**config.mk**
```make
export PLATFORM = sky130hd
export DESIGN_NAME = sirq_agent
export DESIGN_NICKNAME = d
export VERILOG_FILES = /design/src/rtl/sirq_pkg.sv /design/src/rtl/sirq_frame_map.sv /design/src/rtl/sirq_stop_meter.sv /design/src/rtl/sirq_seq.sv /design/src/rtl/sirq_agent.sv
export SDC_FILE = /design/constraint.sdc
export NUM_CORES = 1
export LEC_CHECK = 0
export ABC_AREA = 1
export BUFFER_PORTS_ARGS = -buffer_cell sky130_fd_sc_hd__buf_4
export CORE_MARGIN = 2
export CORE_UTILIZATION = 50
export DETAILED_ROUTE_END_ITERATION = 6
export GPL_ROUTABILITY_DRIVEN = 0
export PLACE_DENSITY_LB_ADDON = 0.08
export SLEW_MARGIN = 20
export SYNTH_ARGS = -nofsm -noshare
export SYNTH_HDL_FRONTEND = slang
export SYNTH_SLANG_ARGS = --single-unit
```
**constraint.sdc**
```tcl
create_clock -name clk -period 2.9 [get_ports clk]
set_clock_uncertainty 0.2 [all_clocks]
set_input_delay 0.58 -clock clk [delete_from_list [all_inputs] [get_ports clk]]
set_output_delay 0.58 -clock clk [all_outputs]
set_load 0.005 [all_outputs]
```
**src/rtl/sirq_pkg.sv**
```systemverilog
package sirq_pkg;

    typedef enum logic [1:0] {
        ST_IDLE,
        ST_START,
        ST_DATA,
        ST_WAIT_STOP
    } sirq_state_e;

    typedef enum logic [1:0] {
        PH_SAMPLE,
        PH_RECOV,
        PH_TURN
    } sirq_phase_e;

    typedef enum logic {
        MODE_CONT,
        MODE_QUIET
    } sirq_mode_e;

    // frame shared between interrupt 2 and the management request
    localparam int SHARED_SLOT = 2;

    // low samples that end a cycle in Quiet mode; more selects Continuous
    localparam int QUIET_STOP_LEN = 2;

    function automatic sirq_mode_e mode_from_stop(input logic [1:0] low_cnt);
        return (low_cnt == 2'(QUIET_STOP_LEN)) ? MODE_QUIET : MODE_CONT;
    endfunction

endpackage

```
**src/rtl/sirq_frame_map.sv**
```systemverilog
module sirq_frame_map #(
    parameter int IRQ_W      = 16,
    parameter int NUM_FRAMES = 17
) (
    input  logic [IRQ_W-1:0]      irq_req,
    input  logic                  smi_req,
    input  logic                  slot2_smi_sel,
    input  logic                  smi_serial_en,
    output logic [NUM_FRAMES-1:0] frame_bits
);
    import sirq_pkg::*;

    for (genvar g = 0; g < NUM_FRAMES; g++) begin : g_slot
        if (g == SHARED_SLOT) begin : g_shared
            assign frame_bits[g] = slot2_smi_sel ? (smi_req & smi_serial_en)
                                                 : irq_req[g];
        end else if (g < IRQ_W) begin : g_irq
            assign frame_bits[g] = irq_req[g];
        end else begin : g_empty
            assign frame_bits[g] = 1'b0;
        end
    end

endmodule

```
**src/rtl/sirq_stop_meter.sv**
```systemverilog
module sirq_stop_meter (
    input  logic                 clk,
    input  logic                 rst,
    input  logic                 line_in,
    output logic                 stop_done,
    output sirq_pkg::sirq_mode_e stop_mode
);
    import sirq_pkg::*;

    // consecutive low samples, saturating at 3
    logic [1:0] low_cnt;

    always_ff @(posedge clk) begin
        if (rst) begin
            low_cnt <= 2'd0;
        end else if (!line_in) begin
            if (low_cnt != 2'd3) low_cnt <= low_cnt + 2'd1;
        end else begin
            low_cnt <= 2'd0;
        end
    end

    assign stop_done = line_in && (low_cnt >= 2'(QUIET_STOP_LEN));
    assign stop_mode = mode_from_stop(low_cnt);

endmodule

```
**src/rtl/sirq_seq.sv**
```systemverilog
module sirq_seq #(
    parameter int NUM_FRAMES = 17
) (
    input  logic                  clk,
    input  logic                  rst,
    input  logic                  line_in,
    input  logic [NUM_FRAMES-1:0] frame_bits,
    input  logic                  stop_done,
    input  sirq_pkg::sirq_mode_e  stop_mode,
    output logic                  drv_oe,
    output logic                  drv_out,
    output sirq_pkg::sirq_state_e state_o,
    output sirq_pkg::sirq_mode_e  mode_o
);
    import sirq_pkg::*;

    localparam int SLOT_W = (NUM_FRAMES > 1) ? $clog2(NUM_FRAMES) : 1;
    localparam logic [SLOT_W-1:0] LAST_SLOT = SLOT_W'(NUM_FRAMES - 1);

    sirq_state_e       state;
    sirq_phase_e       phase;
    sirq_mode_e        mode;
    logic [SLOT_W-1:0] slot;
    logic [SLOT_W-1:0] next_slot;
    logic              cur_bit;
    logic              gap;
    logic              pending;

    assign next_slot = slot + 1'b1;
    assign pending   = |frame_bits;

    always_ff @(posedge clk) begin
        if (rst) begin
            state   <= ST_IDLE;
            phase   <= PH_SAMPLE;
            mode    <= MODE_CONT;
            slot    <= '0;
            cur_bit <= 1'b0;
            gap     <= 1'b0;
            drv_oe  <= 1'b0;
            drv_out <= 1'b1;
        end else begin
            case (state)
                ST_IDLE: begin
                    drv_oe <= 1'b0;
                    gap    <= 1'b0;
                    if (!line_in) begin
                        state <= ST_START;
                    end else if (mode == MODE_QUIET && !gap && pending) begin
                        drv_oe  <= 1'b1;
                        drv_out <= 1'b0;
                        state   <= ST_START;
                    end
                end
                ST_START: begin
                    drv_oe <= 1'b0;
                    if (line_in) begin
                        state   <= ST_DATA;
                        phase   <= PH_SAMPLE;
                        slot    <= '0;
                        cur_bit <= frame_bits[0];
                        drv_oe  <= frame_bits[0];
                        drv_out <= 1'b0;
                    end
                end
                ST_DATA: begin
                    case (phase)
                        PH_SAMPLE: begin
                            phase   <= PH_RECOV;
                            drv_oe  <= cur_bit;
                            drv_out <= 1'b1;
                        end
                        PH_RECOV: begin
                            phase  <= PH_TURN;
                            drv_oe <= 1'b0;
                        end
                        default: begin
                            if (slot == LAST_SLOT) begin
                                state  <= ST_WAIT_STOP;
                                drv_oe <= 1'b0;
                            end else begin
                                slot    <= next_slot;
                                phase   <= PH_SAMPLE;
                                cur_bit <= frame_bits[next_slot];
                                drv_oe  <= frame_bits[next_slot];
                                drv_out <= 1'b0;
                            end
                        end
                    endcase
                end
                default: begin
                    drv_oe <= 1'b0;
                    if (stop_done) begin
                        state <= ST_IDLE;
                        mode  <= stop_mode;
                        gap   <= 1'b1;
                    end
                end
            endcase
        end
    end

    assign state_o = state;
    assign mode_o  = mode;

endmodule

```
**src/rtl/sirq_agent.sv**
```systemverilog
module sirq_agent #(
    parameter int IRQ_W      = 16,
    parameter int NUM_FRAMES = 17
) (
    input  logic             clk,
    input  logic             rst,
    input  logic             sirq_in,
    output logic             sirq_oe,
    output logic             sirq_out,
    input  logic [IRQ_W-1:0] irq_req,
    input  logic             smi_req,
    input  logic             slot2_smi_sel,
    input  logic             smi_serial_en
);
    import sirq_pkg::*;

    logic [NUM_FRAMES-1:0] frame_bits;
    logic                  stop_done;
    sirq_mode_e            stop_mode;
    sirq_state_e           state_w;
    sirq_mode_e            mode_w;

    sirq_frame_map #(
        .IRQ_W      (IRQ_W),
        .NUM_FRAMES (NUM_FRAMES)
    ) u_map (
        .irq_req       (irq_req),
        .smi_req       (smi_req),
        .slot2_smi_sel (slot2_smi_sel),
        .smi_serial_en (smi_serial_en),
        .frame_bits    (frame_bits)
    );

    sirq_stop_meter u_stop (
        .clk       (clk),
        .rst       (rst),
        .line_in   (sirq_in),
        .stop_done (stop_done),
        .stop_mode (stop_mode)
    );

    sirq_seq #(
        .NUM_FRAMES (NUM_FRAMES)
    ) u_seq (
        .clk        (clk),
        .rst        (rst),
        .line_in    (sirq_in),
        .frame_bits (frame_bits),
        .stop_done  (stop_done),
        .stop_mode  (stop_mode),
        .drv_oe     (sirq_oe),
        .drv_out    (sirq_out),
        .state_o    (state_w),
        .mode_o     (mode_w)
    );

endmodule

```
After elaboration in Yosys (flattened, before gate mapping)
Index checks and enable logic that the tools add are counted.
{"block": "word_totals", "register_bits": 16, "inputBits": 22, "out_inout_bits": 2}
{"block": "classes", "n_addsub": 2, "magnitude_cmp": 2, "n_eq_ne": 16, "n_mux": 37, "bitwise": 3, "reduce_logical": 21}
{"cell": "$mux W2", "count": 8}
{"cell": "$reduce_or A16 Y1", "count": 1}
{"cell": "$mux W1", "count": 15}
{"cell": "$mux W5", "count": 3}
{"cell": "$ne A2 B2 Y1 const B", "count": 6}
{"cell": "$pmux W5 S2", "count": 1}
{"cell": "$pmux W1 S2", "count": 4}
{"cell": "$pmux W2 S2", "count": 2}
{"cell": "$lt A5 B6 Y1 const B", "count": 1}
{"cell": "$pmux W1 S3", "count": 2}
{"cell": "$pmux W2 S3", "count": 1}
{"cell": "$reduce_and A6 Y1", "count": 1}
{"cell": "$reduce_or A2 Y1", "count": 3}
{"cell": "$add A5 B1 Y5 const B", "count": 1}
{"cell": "$bmux W1 S5", "count": 1}
{"cell": "$eq A5 B5 Y1 const B", "count": 1}
{"cell": "$reduce_and A5 Y1", "count": 1}
{"cell": "$eq A2 B1 Y1 const B", "count": 2}
{"cell": "$eq A2 B2 Y1 const B", "count": 2}
{"cell": "$logic_not A2 Y1", "count": 2}
{"cell": "$ne A2 B1 Y1 const B", "count": 2}
{"cell": "$ne A4 B4 Y1 const B", "count": 1}
{"cell": "$reduce_and A2 Y1", "count": 2}
{"cell": "$reduce_and A4 Y1", "count": 1}
{"cell": "other kinds (13)", "count": 17}

Depth between registers and ports, before layout
Gate-level depths: netlist of run 1.
{"block": "depth", "ltp_word": 7, "depth_mapped": 11}

By module
A second synthesis of run 1 with hierarchy kept.
{"block": "hier_totals", "hier_cells": 220, "area_unflattened_um2": 1403.8}
{"mod": "sirq_seq", "n_inst": 1, "cells_per_inst": 182, "area_each_um2": 1138.6}
{"mod": "sirq_frame_map", "n_inst": 1, "cells_per_inst": 21, "area_each_um2": 140.1}
{"mod": "sirq_stop_meter", "n_inst": 1, "cells_per_inst": 17, "area_each_um2": 125.1}

Worst setup path before layout of run 1
OpenSTA, ideal clock, no wires.
{"block": "synth_path", "path_kind": "register to register", "startpoint": "register u_seq.slot[0]", "endpoint": "register u_seq.cur_bit", "setup_time_ps": 66, "arrival_ps": 1523, "path_slack_ps": 1111, "path_stages_with_launch": 11, "path_buffers": 0, "cell_sequence": "dfxtp_1 -> clkinv_1 -> ha_1 -> inv_1 -> a21oi_1 -> nand2_1 -> nand2_1 -> nand3_1 -> nand2_1 -> nand3_1 -> a21oi_2"}
{"block": "synth_between", "elab_chain_cells": 6, "elab_cells_between_ends": 9, "cone_classes": "add/sub: 1; eq/ne: 2; mux: 5; reduce/logical: 1"}
{"element": "start: declaration", "line_no": "sirq_seq.sv:23", "text": "logic [SLOT_W-1:0] slot;"}
{"element": "start signal: assignment", "line_no": "sirq_seq.sv:82", "text": "slot <= next_slot;"}
{"element": "$add A5 B1 Y5", "line_no": "sirq_seq.sv:29", "text": "assign next_slot = slot + 1'b1;"}
{"element": "$bmux W1 S5", "line_no": "sirq_seq.sv:84", "text": "cur_bit <= frame_bits[next_slot];"}
{"element": "$mux W1 (not written as such)", "line_no": "sirq_seq.sv:84"}
{"element": "$mux W1", "line_no": "sirq_seq.sv:78", "text": "if (slot == LAST_SLOT) begin"}
{"element": "$mux W1", "line_no": "sirq_seq.sv:67", "text": "case (phase)"}
{"element": "$pmux W1 S2", "line_no": "sirq_seq.sv:43", "text": "case (state)"}
{"element": "end signal: assignment", "line_no": "sirq_seq.sv:61", "text": "cur_bit <= frame_bits[0];"}
{"element": "end signal: assignment", "line_no": "sirq_seq.sv:84"}
{"element": "end: declaration", "line_no": "sirq_seq.sv:25", "text": "logic cur_bit;"}
Several ways; a longest one is shown, not always the timed one. The select of a mux whose other input is x is not followed.
A chain may end at the register's enable or synchronous reset.

Worst setup path in the final report of run 1
Ends and elaborated chain as after synthesis.

==> results of run 1 <==
per-layer routing:
| metal | global-route usage [%] | vias up | part of all wire, % |
|---|---|---|---|
| li1 | - | 673 | - |
| met3 | 4.29 | 5 | 2.8 |
| met2 | 38.1 | 16 | 49 |
| met1 | 25.4 | 544 | 47 |
| met4 | 7.69 | 0 | 1.3 |
| met5 | 0 | - | 0 |
where the power goes:
group	leakage, uW	switching (uW)	internal [uW]	total, uW
sequential	0.000130	35.4	265	300
clock	0.0000210	75.2	76.6	152
combinational	0.000503	280	179	459
worst reg2reg max path: stages (launching register included):
cell and delay, ns:
dfxtp_1 0.59, clkinv_1 0.36, ha_1 0.47, inv_1 0.10, a21oi_1 0.12, nand2_1 0.06
nand2_1 0.06, nand3_1 0.06, nand2_1 0.07, nand3_1 0.08, a21oi_2 0.11
final timing paths:
path,to,slack (ns)
worst max-delay path,u_seq.cur_bit,0.55
worst min-delay path,u_stop.low_cnt[0],0.28
worst max register to register,u_seq.cur_bit,0.55
worst min register to register,u_stop.low_cnt[0],0.28
state kept, by name, indices dropped and copies added, names as in the netlist:
signal / count
u_seq.drv_oe: 1
u_seq.drv_out: 1
u_seq.phase: 2
u_seq.gap: 1
u_seq.cur_bit: 1
u_seq.state_o: 2
u_seq.slot: 5
u_seq.mode_o: 1
u_stop.low_cnt: 2
through the flow:
stage / power, uW / util (%)
finish: 911 / 63.0
global route: 1000 / 63.0
CTS: 916 / 63.0
detailed placement: 763 / 61.3
global placement: 750 / 61.3
floorplan: 674 / -
logic make-up (layout without fill, tap and decap cells):
kind of cell               after synthesis  count (layout)  share of synthesized area (%)
and+or+nand+nor                        110             110                           38.6
AOI/OAI and AO/OA                       30              30                           14.2
DFF                                     16              16                           27.1
buffers and inverters                   29              54                           10.2
adders and majority gates                8               8                           8.47
xor gates and xnor gates                 2               2                           1.48
cell usage after synthesis:
cell type  count  area, um2
o311a_1        1       10.0
nand3_1       19       95.1
a211oi_1       2       15.0
nand2_1       57        214
nand2_4        1       11.3
buf_6          1       11.3
ha_1           8        100
inv_1         25       93.8
and3_2         1       7.51
a21oi_1       14       70.1
xor2_1         1       8.76
inv_2          1       3.75
a21oi_2        2       17.5
nor3_1         2       10.0
or2_1          1       6.26
dfxtp_1       16        320
o21ai_1        1       5.00
o21ai_0       10       50.1
xnor2_1        1       8.76
clkinv_1       1       3.75
nor2_1        28        105
buf_4          1       7.51
nand2_2        1       6.26
area by class of cell:
class                      count  area, um2  area share [%]
multi-input combinational    150        741            52.7
sequential                    16        320            22.8
timing repair buffer          23        173            12.3
inverter                      27        101            7.21
clock buffer                   4       36.3            2.58
tap                           28       35.0            2.49
==> flow_summary.json, run 1 <==
{
  "outcome": "completed",
  "path_cells": "clkinv_1, ha_1, inv_1, a21oi_1, nand2_1, nand2_1, nand3_1, nand2_1, nand3_1, a21oi_2",
  "grt_max_degree": 13,
  "slowest_delay_ns": 0.59,
  "crit_slowest_cell": "dfxtp_1",
  "fin_crit_sh_pct": 81.2,
  "power_density_mw_per_mm2": 648,
  "fin_nets": 251,
  "layout-drive-gt1-share_pct": 15.0,
  "setup_viol": 0,
  "fmax_mhz": 425,
  "crit_path_start": "u_seq.slot[0]",
  "synthCells": 195,
  "setup_ws_ns": 0.546,
  "place_ws_ns": 0.577,
  "grt_setup_unrepaired": "false",
  "grtUsageTotal_pct": 21.5,
  "port-buffer-count": 23,
  "placed_cell_area_mm2": 0.00137,
  "drv_slew": 0,
  "drc": 0,
  "syn_to_final_growth_pct": 19.1,
  "period_minus_slack_ns": 2.35,
  "hold_depth": 2,
  "cp_top_family": "flip-flops",
  "finalSetupTns_ns": 0,
  "cts_setup_buffers": 0,
  "n_fill_cell": 232,
  "cts_made_buffers": 3,
  "vdd_drop_max_mv": 0.782,
  "cp-start-kind": "flop",
  "whs_ns": 0.283,
  "cts_root_buf": "clkbuf_4",
  "cp.depth": 10,
  "p_leak_uw": 0.000654,
  "fin_cells": 248,
  "yosysWarnings": 0,
  "hold_path.class": "flop to flop",
  "clock-sinks": 16,
  "wl_per_cell_um": 10.3,
  "die_h_um": 52.6,
  "cts_hold_buf": 0,
  "insertedDiodeCount": 0,
  "critPathArrivalTime_ns": 2.40,
  "fin_area_mm2": 0.00141,
  "placeableCoreArea_mm2": 0.00223,
  "critical_path_class": "flop to flop",
  "die-area_mm2": 0.00277,
  "tightestPinTransition_ns": 0.418,
  "slew_headroom_pct": 71.9,
  "start_util_pct": 52.9,
  "path_max_fanout": 12,
  "die_x_um": 52.6,
  "synthesis.nets": 225,
  "drt_wl_total_mm": 2.55,
  "cts-resized-gates": 0,
  "clk_path_buf_depth": 2,
  "grt_pass1_wl_mm": 4.49,
  "synth-seq-cells": 16,
  "max_cap_violations": 0,
  "endpoint_kind": "flop",
  "initialDrtViolationCount": 21,
  "path_clk_slew_ns": 0.10,
  "grt.overflow.total": 0,
  "antenna_found_initial": 0,
  "vias": 1238,
  "final_common_cell": "nand2_1",
  "rows": 17,
  "worstPathRequired_ns": 2.94,
  "hold_viol": 0,
  "syn-cell-area_mm2": 0.00118,
  "yosysUniqueCellTypes": 23,
  "dp_hpwl_mm": 2.07,
  "boundaryPins": 24,
  "critPathBufInv": 2,
  "cp_common_cell": "nand2_1",
  "dp.cells": 244,
  "min-delay-start": "u_stop.low_cnt[0]",
  "final_cell_mix": "57 x nand2_1, 28 x nor2_1, 25 x inv_1",
  "firstDrtPassIters": 5,
  "r2r_cells": 10,
  "cts_tree": "built",
  "cts_htree_levels": 1,
  "vias_per_cell": 4.99,
  "ant_nets": 0,
  "seq_area_frac_synth_pct": 27.1,
  "r2r-start": "u_seq.slot[0]",
  "grt_pass1_vias": 1149,
  "syn_area_per_cell_um2": 6.06,
  "clk_latency_ns": 0.30
}
Power figures use the tool's default switching activity.
==> run 2, diff against run 1 <==
==> constraint.sdc (replaced) <==
create_clock -name clk -period 2.3 [get_ports clk]
set_clock_uncertainty 0.2 [all_clocks]
set_input_delay 0.46 -clock clk [delete_from_list [all_inputs] [get_ports clk]]
set_output_delay 0.46 -clock clk [all_outputs]
set_load 0.005 [all_outputs]
==> run 2 against run 1 <==
Sequential share of layout area is 0.24 points lower. First-iteration DRC count increased by 76%. Non-clock buffer count increased by 2. Final area up 1.1%. Global-route usage rose by 1.7 points. Routed wire length up 6.0%. Combinational power increased by 33%. Core utilization up 0.67 points. Register-to-register slack got worse by 0.20 ns. Hold slack lost 0.12 ns. Critical endpoint unchanged. Largest cell class unchanged.
==> flow_summary.json, run 2 (synthesis gave the netlist of run 1 again) <==
{
  "path_max_fanout": 7,
  "cp-start-kind": "flop",
  "die_h_um": 52.6,
  "die-area_mm2": 0.00277,
  "cts_root_buf": "clkbuf_4",
  "grtUsageTotal_pct": 23.3,
  "max_cap_violations": 0,
  "vias_per_cell": 5.13,
  "grt_pass1_vias": 1214,
  "rows": 17,
  "clk_latency_ns": 0.30,
  "critPathArrivalTime_ns": 1.96,
  "power_density_mw_per_mm2": 827,
  "cts_tree": "built",
  "r2r-start": "u_seq.state_o[0]",
  "cts_htree_levels": 1,
  "r2r_cells": 9,
  "setup_viol": 0,
  "vias": 1283,
  "hold_viol": 0,
  "grt_pass1_wl_mm": 4.79,
  "dp_hpwl_mm": 2.13,
  "critical_path_class": "flop to flop",
  "worstPathRequired_ns": 2.31,
  "whs_ns": 0.167,
  "boundaryPins": 24,
  "grtUsageMet3_pct": 3.43,
  "firstDrtPassIters": 4,
  "ant_nets": 0,
  "power_uw": 1180,
  "vdd_drop_max_mv": 0.639,
  "largest_register_ffs": 5,
  "crit_path_start": "u_seq.state_o[0]",
  "drv_slew": 0,
  "syn_to_final_growth_pct": 20.3,
  "grt_max_degree": 10,
  "slew_headroom_pct": 71.3,
  "cts-resized-gates": 0,
  "wl_per_cell_um": 10.8,
  "grtUsageMet1_pct": 25.3,
  "final_cell_mix": "57 x nand2_1, 28 x nor2_1, 25 x inv_1, 25 x buf_4, 19 x nand3_1",
  "drt_wl_total_mm": 2.71,
  "layout-drive-gt1-share_pct": 15.8,
  "start_util_pct": 52.9,
  "period_minus_slack_ns": 1.96,
  "use_met2_pct": 43.8,
  "fin_cells": 250,
  "grt_setup_unrepaired": "false",
  "r2r_end": "u_seq.cur_bit",
  "tightestPinTransition_ns": 0.425,
  "cts_setup_buffers": 0,
  "p_leak_uw": 0.000664,
  "placeableCoreArea_mm2": 0.00223,
  "path_clk_slew_ns": 0.10,
  "grt.overflow.total": 0,
  "antenna_found_initial": 0,
  "final_common_cell": "nand2_1",
  "cts_hold_buf": 0,
  "fin_crit_sh_pct": 85.0,
  "r2r_setup_slack_ns": 0.34,
  "regMostFlops": "u_seq.slot",
  "hold_path.class": "primary input to flop",
  "dp.cells": 246,
  "fmax_mhz": 511,
  "finalSetupTns_ns": 0,
  "insertedDiodeCount": 0,
  "clk_path_buf_depth": 2,
  "endpoint_kind": "flop",
  "initialDrtViolationCount": 37,
  "n_fill_cell": 221,
  "utilization_pct": 63.6,
  "busiest_layer": "met2",
  "cts_made_buffers": 3,
  "die_x_um": 52.6,
  "clock-sinks": 16,
  "setup.worst_path.end": "u_seq.cur_bit",
  "port-buffer-count": 23,
  "fin_nets": 253,
  "drc": 0,
  "outcome": "completed"
}
==> run 2: cell types whose count changed in the layout (fill, tap and decap cells not counted) <==
cell   change
buf_4      +2
==> run 2: area by class of cell <==
class / count / area [um2] / share of cell area (%)
Sequential cell: 16 / 320 / 22.5
Clock buffer: 4 / 36.3 / 2.55
Timing Repair Buffer: 25 / 188 / 13.2
Tap cell: 28 / 35.0 / 2.46
Inverter: 27 / 101 / 7.13
Multi-Input combinational cell: 150 / 741 / 52.1
==> run 2: worst min-delay path by stage <==
| stage | start | end | slack, ns | cells past startpoint |
|---|---|---|---|---|
| floorplan | u_seq.slot[4] | u_seq.slot[4] | 0.25 | 2 |
| global placement | u_stop.low_cnt[0] | u_stop.low_cnt[0] | 0.26 | 2 |
| detailed placement | u_seq.slot[4] | u_seq.slot[4] | 0.27 | 2 |
| CTS | rst | u_seq.state_o[0] | 0.16 | 2 |
| global route | rst | u_seq.state_o[0] | 0.17 | 2 |
| finish | rst | u_seq.slot[4] | 0.17 | 2 |
==> run 2: power breakdown <==
| group | internal [uW] | switching (uW) | leakage, uW | total, uW |
|---|---|---|---|---|
| logic | 232 | 377 | 0.000513 | 609 |
| clock network | 96.7 | 98.5 | 0.0000210 | 195 |
| registers | 334 | 38.8 | 0.000130 | 372 |
| total | 662 | 514 | 0.000664 | 1180 |
==> run 2: metrics by stage <==
stage	instance area [um2]	setup slack [ns]
after floorplan	1180	0.511
after global placement	1390	0.472
after detailed placement	1390	0.385
after CTS	1420	0.359
after global routing	1420	0.226
final	1420	0.344
==> run 2: metal layers <==
metal	part of all wire [%]	vias to the layer above
met5	0	-
met2	51	22
met1	44	582
met3	2.8	5
met4	1.7	0
li1	-	674
==> run 2: critical path: stages, from the launching register on <==
cell and delay (ns):
dfxtp_1 0.38, inv_1 0.09, ha_1 0.27, nand2_1 0.15, nand2_1 0.06, inv_1 0.07, o21ai_1 0.08, or2_1 0.34
a21oi_2 0.16, a21oi_2 0.06
